**config.mk**
```make
export PLATFORM = sky130hd
export DESIGN_NAME = lnk_tx_seq
export DESIGN_NICKNAME = d
export VERILOG_FILES = /design/src/rtl/lnk_tx_pkg.sv /design/src/rtl/lnk_grant_watch.sv /design/src/rtl/lnk_hold_timer.sv /design/src/rtl/lnk_speed_track.sv /design/src/rtl/lnk_tx_seq.sv
export SDC_FILE = /design/constraint.sdc
export NUM_CORES = 1
export LEC_CHECK = 0
export BUFFER_PORTS_ARGS = -buffer_cell sky130_fd_sc_hd__buf_2
export CORE_MARGIN = 1
export CORE_UTILIZATION = 40
export DETAILED_ROUTE_END_ITERATION = 8
export SLEW_MARGIN = 20
export SYNTH_ARGS = -nofsm -noshare
export SYNTH_HDL_FRONTEND = slang
export SYNTH_SLANG_ARGS = --single-unit
```
**constraint.sdc**
```tcl
create_clock -name clk -period 2.3 [get_ports clk]
set_clock_uncertainty 0.1 [all_clocks]
set_input_delay 0.46 -clock clk [delete_from_list [all_inputs] [get_ports clk]]
set_output_delay 0.46 -clock clk [all_outputs]
set_load 0.02 [all_outputs]
```
**src/rtl/lnk_tx_pkg.sv**
```systemverilog
package lnk_tx_pkg;

  typedef enum logic [1:0] {
    CTL_IDLE  = 2'b00,
    CTL_HOLD  = 2'b01,
    CTL_XMIT  = 2'b10,
    CTL_GRANT = 2'b11
  } ctl_code_e;

  typedef enum logic [1:0] {
    SPD_100 = 2'b00,
    SPD_200 = 2'b01,
    SPD_400 = 2'b10,
    SPD_BAD = 2'b11
  } spd_code_e;

  typedef enum logic [1:0] {
    ERR_NONE        = 2'b00,
    ERR_HOLD_OVR    = 2'b01,
    ERR_SPD_REFUSED = 2'b10,
    ERR_UNDERRUN    = 2'b11
  } err_code_e;

  typedef enum logic [2:0] {
    ST_OFF,
    ST_LEAD,
    ST_HOLD,
    ST_XMIT,
    ST_TERM,
    ST_TAIL
  } seq_state_e;

  // A follow-on packet may not fall back to the slowest speed, and code 11 is never valid.
  function automatic logic spd_concat_ok(input logic [1:0] cur, input logic [1:0] nxt);
    if (nxt == SPD_BAD) return 1'b0;
    if (nxt == SPD_100 && cur != SPD_100) return 1'b0;
    return 1'b1;
  endfunction

endpackage

```
**src/rtl/lnk_grant_watch.sv**
```systemverilog
module lnk_grant_watch
  import lnk_tx_pkg::*;
(
  input  logic       clk,
  input  logic       rst_n,
  input  logic       arm,
  input  logic [1:0] ctl_in,
  output logic       handover
);

  logic saw_grant_q;

  always_ff @(posedge clk or negedge rst_n) begin
    if (!rst_n) saw_grant_q <= 1'b0;
    else        saw_grant_q <= arm && (ctl_in == CTL_GRANT);
  end

  assign handover = arm && saw_grant_q && (ctl_in == CTL_IDLE);

  assert_handover_after_grant_R2: assert property (@(posedge clk) disable iff (!rst_n)
    handover |-> $past(ctl_in) == CTL_GRANT);

endmodule

```
**src/rtl/lnk_hold_timer.sv**
```systemverilog
module lnk_hold_timer #(
  parameter int HOLD_MAX = 47
) (
  input  logic clk,
  input  logic rst_n,
  input  logic start,
  input  logic step,
  output logic at_limit
);

  localparam int CW = $clog2(HOLD_MAX + 1);

  logic [CW-1:0] cnt_q;

  function automatic logic [CW-1:0] cnt_next(input logic [CW-1:0] c);
    return c + CW'(1);
  endfunction

  always_ff @(posedge clk or negedge rst_n) begin
    if (!rst_n)     cnt_q <= '0;
    else if (start) cnt_q <= CW'(1);
    else if (step)  cnt_q <= cnt_next(cnt_q);
  end

  assign at_limit = (cnt_q == CW'(HOLD_MAX));

  assert_hold_bound_R5: assert property (@(posedge clk) disable iff (!rst_n)
    step |-> !at_limit);

endmodule

```
**src/rtl/lnk_speed_track.sv**
```systemverilog
module lnk_speed_track
  import lnk_tx_pkg::*;
(
  input  logic       clk,
  input  logic       rst_n,
  input  logic       load_first,
  input  logic [1:0] first_spd,
  input  logic       commit,
  input  logic [1:0] next_spd,
  output logic       concat_ok
);

  logic [1:0] cur_q;

  always_ff @(posedge clk or negedge rst_n) begin
    if (!rst_n)          cur_q <= SPD_100;
    else if (load_first) cur_q <= first_spd;
    else if (commit)     cur_q <= next_spd;
  end

  assign concat_ok = spd_concat_ok(cur_q, next_spd);

  assert_no_downshift_R8: assert property (@(posedge clk) disable iff (!rst_n)
    commit |=> !(cur_q == SPD_100 && $past(cur_q) != SPD_100));

endmodule

```
**src/rtl/lnk_tx_seq.sv**
```systemverilog
module lnk_tx_seq
  import lnk_tx_pkg::*;
#(
  parameter int DATA_W   = 8,
  parameter int HOLD_MAX = 47
) (
  input  logic              clk,
  input  logic              rst_n,
  input  logic              cfg_multispeed,
  input  logic              cfg_lead_idle,
  input  logic [1:0]        cfg_first_spd,
  input  logic              src_valid,
  input  logic [DATA_W-1:0] src_data,
  input  logic              src_last,
  input  logic              src_more,
  input  logic [1:0]        src_next_spd,
  output logic              src_ready,
  input  logic [1:0]        phy_ctl_in,
  output logic [1:0]        lnk_ctl_out,
  output logic [DATA_W-1:0] lnk_d_out,
  output logic              lnk_oe,
  output logic              err_valid,
  output logic [1:0]        err_code
);

  localparam int PAD_W = DATA_W - 2;

  function automatic logic [DATA_W-1:0] spd_word(input logic [1:0] spd);
    return {spd, {PAD_W{1'b0}}};
  endfunction

  seq_state_e        state_q, st_d;
  logic [1:0]        ctl_q, ctl_d;
  logic [DATA_W-1:0] dat_q, dat_d;
  logic              oe_q, oe_d;
  logic              errv_q, errv_d;
  logic [1:0]        errc_q, errc_d;
  logic              last_q, more_q, concat_q, concat_d;
  logic [1:0]        nspd_q;

  // Named internal events
  logic ev_handover, ev_take, hold_start, hold_step, hold_full;
  logic spd_load, spd_commit, spd_ok, payload;

  lnk_grant_watch u_grant (
    .clk(clk), .rst_n(rst_n), .arm(state_q == ST_OFF),
    .ctl_in(phy_ctl_in), .handover(ev_handover)
  );

  lnk_hold_timer #(.HOLD_MAX(HOLD_MAX)) u_hold (
    .clk(clk), .rst_n(rst_n), .start(hold_start),
    .step(hold_step), .at_limit(hold_full)
  );

  lnk_speed_track u_spd (
    .clk(clk), .rst_n(rst_n), .load_first(spd_load), .first_spd(cfg_first_spd),
    .commit(spd_commit), .next_spd(nspd_q), .concat_ok(spd_ok)
  );

  always_comb begin
    st_d = state_q; ctl_d = CTL_IDLE; dat_d = '0; oe_d = 1'b1;
    errv_d = 1'b0; errc_d = ERR_NONE;
    ev_take = 1'b0; hold_start = 1'b0; hold_step = 1'b0;
    spd_load = 1'b0; spd_commit = 1'b0; concat_d = concat_q; payload = 1'b0;
    case (state_q)
      ST_OFF: begin
        oe_d = 1'b0;
        if (ev_handover) begin
          oe_d = 1'b1;
          spd_load = !concat_q;
          concat_d = 1'b0;
          if (cfg_lead_idle) st_d = ST_LEAD;
          else               payload = 1'b1;
        end
      end
      ST_LEAD, ST_HOLD: payload = 1'b1;
      ST_XMIT: begin
        if (last_q) begin
          st_d = ST_TERM;
          if (more_q && (!cfg_multispeed || spd_ok)) begin
            ctl_d = CTL_HOLD;
            dat_d = cfg_multispeed ? spd_word(nspd_q) : '0;
            spd_commit = cfg_multispeed;
            concat_d = 1'b1;
          end else if (more_q) begin
            errv_d = 1'b1; errc_d = ERR_SPD_REFUSED;
          end
        end else if (src_valid) begin
          ev_take = 1'b1; ctl_d = CTL_XMIT; dat_d = src_data;
        end else begin
          st_d = ST_TERM; errv_d = 1'b1; errc_d = ERR_UNDERRUN;
        end
      end
      ST_TERM: st_d = ST_TAIL;
      ST_TAIL: begin st_d = ST_OFF; oe_d = 1'b0; end
      default: begin st_d = ST_OFF; oe_d = 1'b0; end
    endcase
    if (payload) begin
      if (src_valid) begin
        ev_take = 1'b1; st_d = ST_XMIT; ctl_d = CTL_XMIT; dat_d = src_data;
      end else if (state_q == ST_HOLD && hold_full) begin
        st_d = ST_TERM; errv_d = 1'b1; errc_d = ERR_HOLD_OVR;
      end else begin
        st_d = ST_HOLD; ctl_d = CTL_HOLD;
        hold_start = (state_q != ST_HOLD);
        hold_step  = (state_q == ST_HOLD);
      end
    end
  end

  always_ff @(posedge clk or negedge rst_n) begin
    if (!rst_n) begin
      state_q <= ST_OFF; ctl_q <= CTL_IDLE; dat_q <= '0; oe_q <= 1'b0;
      errv_q <= 1'b0; errc_q <= ERR_NONE; concat_q <= 1'b0;
      last_q <= 1'b0; more_q <= 1'b0; nspd_q <= SPD_100;
    end else begin
      state_q <= st_d; ctl_q <= ctl_d; dat_q <= dat_d; oe_q <= oe_d;
      errv_q <= errv_d; errc_q <= errc_d; concat_q <= concat_d;
      if (ev_take) begin
        last_q <= src_last; more_q <= src_more; nspd_q <= src_next_spd;
      end
    end
  end

  assign src_ready   = ev_take;
  assign lnk_ctl_out = ctl_q;
  assign lnk_d_out   = dat_q;
  assign lnk_oe      = oe_q;
  assign err_valid   = errv_q;
  assign err_code    = errc_q;

  assert_takeover_after_pair_R2: assert property (@(posedge clk) disable iff (!rst_n)
    $rose(lnk_oe) |-> ($past(phy_ctl_in) == CTL_IDLE && $past(phy_ctl_in, 2) == CTL_GRANT));
  assert_lead_idle_once_R3: assert property (@(posedge clk) disable iff (!rst_n)
    (state_q == ST_LEAD) |=> (lnk_ctl_out == CTL_HOLD || lnk_ctl_out == CTL_XMIT));
  assert_hold_data_zero_R4: assert property (@(posedge clk) disable iff (!rst_n)
    (state_q == ST_HOLD) |-> (lnk_ctl_out == CTL_HOLD && lnk_d_out == '0));
  assert_tail_idle_R6: assert property (@(posedge clk) disable iff (!rst_n)
    (state_q == ST_TERM) |=> (lnk_oe && lnk_ctl_out == CTL_IDLE));
  assert_release_after_tail_R6: assert property (@(posedge clk) disable iff (!rst_n)
    (state_q == ST_TAIL) |=> !lnk_oe);
  assert_never_grant_R10: assert property (@(posedge clk) disable iff (!rst_n)
    lnk_oe |-> lnk_ctl_out != CTL_GRANT);
  assert_err_on_idle_R10: assert property (@(posedge clk) disable iff (!rst_n)
    err_valid |-> (lnk_oe && lnk_ctl_out == CTL_IDLE));

endmodule

```
==> results by group <==
STA
  • RSZ-0062 raised after global routing: no
  • Crit path time final: ~2.2 ns
  • Final setup viols: 0
  • Worst slew margin: 0.5313
  • Highest clock rate: around 450 MHz
  • Final hold vios: 0
  • Period utilization: 0.9672
  • Post-route setup TNS: 0 ns
  • Worst-margin pin slew: 0.7030 ns
  • Pins Over Slew Limit: 0
  • Setup ws final: roughly 0.075 ns

Power and ir drop
  • Pwr Density: between 1000 and 1500 nW/um2
  • Lkg Pwr: 0.8975 nW
  • Worst vdd ir: 390.6 uV
  • Final Power: approximately 2.2 mW

Route
  • # DRC: 0
  • DR WL/cell: 14.44 um
  • Vias per inst: roughly 5.4
  • Vias: around 1200
  • Total Wirelength: around 3300 um
  • Detail Route Antenna Nets: 0
  • DR iter-0 viols: 94
  • Drt pass-1 iters: 4

GRT
  • First-pass GRT wire length: 5471 um
  • Largest net degree at the start of global routing: 32
  • Initial antenna violation count: 0
  • GRT Util Overall: 0.1786
  • Congestion Overflow GR: 0
  • Vias in the first global route: 1225

Worst setup path
  • Critical Path AT: around 1.7 ns
  • Worst setup SP type: flip-flop
  • CP Launch Point: u_grant.saw_grant_q
  • Reg2Reg Depth: 5
  • FF-to-FF Start: state_q[2]
  • Crit Path Max Fanout: 4
  • Crit path buf inv count: 1
  • CP required: 1.74 ns
  • R2R Path End: u_spd.cur_q[0]
  • Worst path max stage delay: 0.42 ns
  • Cells along the critical path: or3b_4 > o32ai_4 > and2_4 > buf_2
  • R2R setup slack: about 0.37 ns
  • CP Capture Type: output pin
  • Crit-path slowest cell: or3b_4
  • CP Class: flip-flop to output pin
  • Family with the most delay on the worst path: simple AND/OR/NAND/NOR gates

Placement
  • Dpl cell area: 1763 um2
  • Post-Place Setup Slack: 0.09266 ns
  • Final RePlAce weighted congestion: 0.8224
  • I/O Buffers: 35
  • Dpl hpwl: 2434 um

Floorplanning
  • DIE AREA: between 4000 and 5000 um2
  • Core Footprint: 3661 um2
  • Die X: approximately 64 um
  • Io pins: 36
  • Initial Utilization: 0.4146
  • Die height: 63.60 um
  • Core Rows: 22

CTS
  • CTS tree: done
  • Worst-path clk slew: 0.06 ns
  • CTS Buf Count: 5
  • CTS Buffer Depth: 2
  • Clk Latency, worst-skew pair: 0.28 ns
  • Clock root cell: clkbuf_8
  • H-Tree Depth: 2
  • Post-CTS setup buffers: 0
  • Clock sinks: 31

Run
  • Max Cap Violations: 0

Cells and area
  • Layout area overhead: 21.43%
  • Finished layout cell area: 1843 um2
  • Final core utilization: 0.5034
  • Ratio of cells with drive above 1 in the final layout: 0.3389
  • Final net count: 203
  • Diode count: 0

Outcome
  • Status: finished, final reports clean

Logic synthesis
  • Mapped Cells: about 140
  • Post-Syn Nets: 161
  • Synth cell types: 43
  • Top FF cell, synth: dfrtp_1
  • Post-Syn Area: 1518 um2
  • Avg Inst Size Synth: 10.92 um2
  • Post-synth EDFFs: 0
  • Count of warnings emitted by yosys: 0
  • #FFs+latches synth: 31
  • Ys async rst share: 1.000
  • Sequential share of the synthesized area: 0.5111

Min path
  • Min-delay worst type: input pin to asynchronous set/reset pin
how the worst max path moves through the flow:
stage,endpoint,depth (start not counted)
3_5_place_dp,src_ready,5
4_1_cts,src_ready,4
2_1_floorplan,src_ready,4
3_3_place_gp,src_ready,5
5_1_grt,src_ready,4
6_report,src_ready,4
layout make-up:
| cell class | count | area (um2) |
|---|---|---|
| fillers | 340 | 1818 |
| flip-flops and latches | 31 | 775.7 |
| multi-input cells | 100 | 710.7 |
| repair buffers | 40 | 212.7 |
| clock buffers | 6 | 72.57 |
| well taps | 48 | 60.06 |
| inverters | 3 | 11.26 |
metrics by stage:
step / instances / hold slack (ns)
floorplan: 139 / 0.06441
detailed placement: 222 / 0.4313
finish: 228 / 0.1244
global route: 228 / 0.1836
global placement: 222 / 0.4200
CTS: 228 / 0.1510
synth_stat cells (3+ instances only):
cell type  number  area, um2
inv_1           3      11.26
and2_1          3      18.77
o21ai_0         5      25.02
clkbuf_1        3      11.26
and3_1          3      18.77
nor2_1         10      37.54
o21a_1          5      37.54
dfrtp_1        31      775.7
and3_2          7      52.55
mux2_4          3      45.04
a21oi_1         4      20.02
nand2b_1        4      25.02
a22o_1          5      43.79
nor3_1          3      15.01
nand2_1         9      33.78
o31ai_1         4      30.03
sequential cells by signal, summed over array words and instances, names as in the netlist, 2 cells and up:
name	count
err_code	2
u_hold.cnt_q	6
state_q	3
lnk_d_out	8
nspd_q	2
u_spd.cur_q	2
lnk_ctl_out	2
cells by family (layout without fill, tap and decap cells):
logic type | count (synthesis) | in the layout | synth area share
muxes | 5 | 5 | 0.04287
DFF | 31 | 31 | 0.5111
adders and majority gates | 1 | 1 | 0.008243
AOI/OAI and AO/OA | 39 | 39 | 0.2003
buffers and inverters | 8 | 49 | 0.02555
and+or+nand+nor | 55 | 55 | 0.2119
what timing repair did:
action / CTS / global route
setup endpoints to repair: 0 / 1
gates resized for setup: 0 / 2
hold buffers: 0 / 0
placed cells by master, fill, tap and decap left out, drive strengths merged, types with 2 or more instances in the layout:
| cell | count |
|---|---|
| inv | 3 |
| nor3 | 3 |
| or2 | 2 |
| o21ai | 6 |
| nand2 | 9 |
| nand3b | 2 |
| o21a | 5 |
| and3 | 10 |
| nor2 | 10 |
| mux2i | 2 |
| o31ai | 4 |
| nor3b | 2 |
| nand2b | 4 |
| clkbuf | 6 |
| nand3 | 2 |
| nor4 | 2 |
| and2 | 3 |
| a221o | 2 |
| or3b | 2 |
| a41oi | 2 |
| dfrtp | 31 |
| a21oi | 4 |
| a22o | 5 |
| o21bai | 2 |
| mux2 | 3 |
| a21o | 2 |
| buf | 40 |
metal layers:
layer  track usage  wire length [um]
met1        0.2103              1443
met2        0.3045              1677
met5             0                 0
met4       0.05114                34
met3       0.06159               137
report_power, final:
group	leakage (nW)	switching [mW]	total (mW)	internal [mW]
Combinational	0.466	0.529	0.969	0.440
Sequential	0.394	0.118	0.827	0.709
Clock	0.0371	0.178	0.379	0.201
No activity file was read; power rests on OpenSTA's default activity.
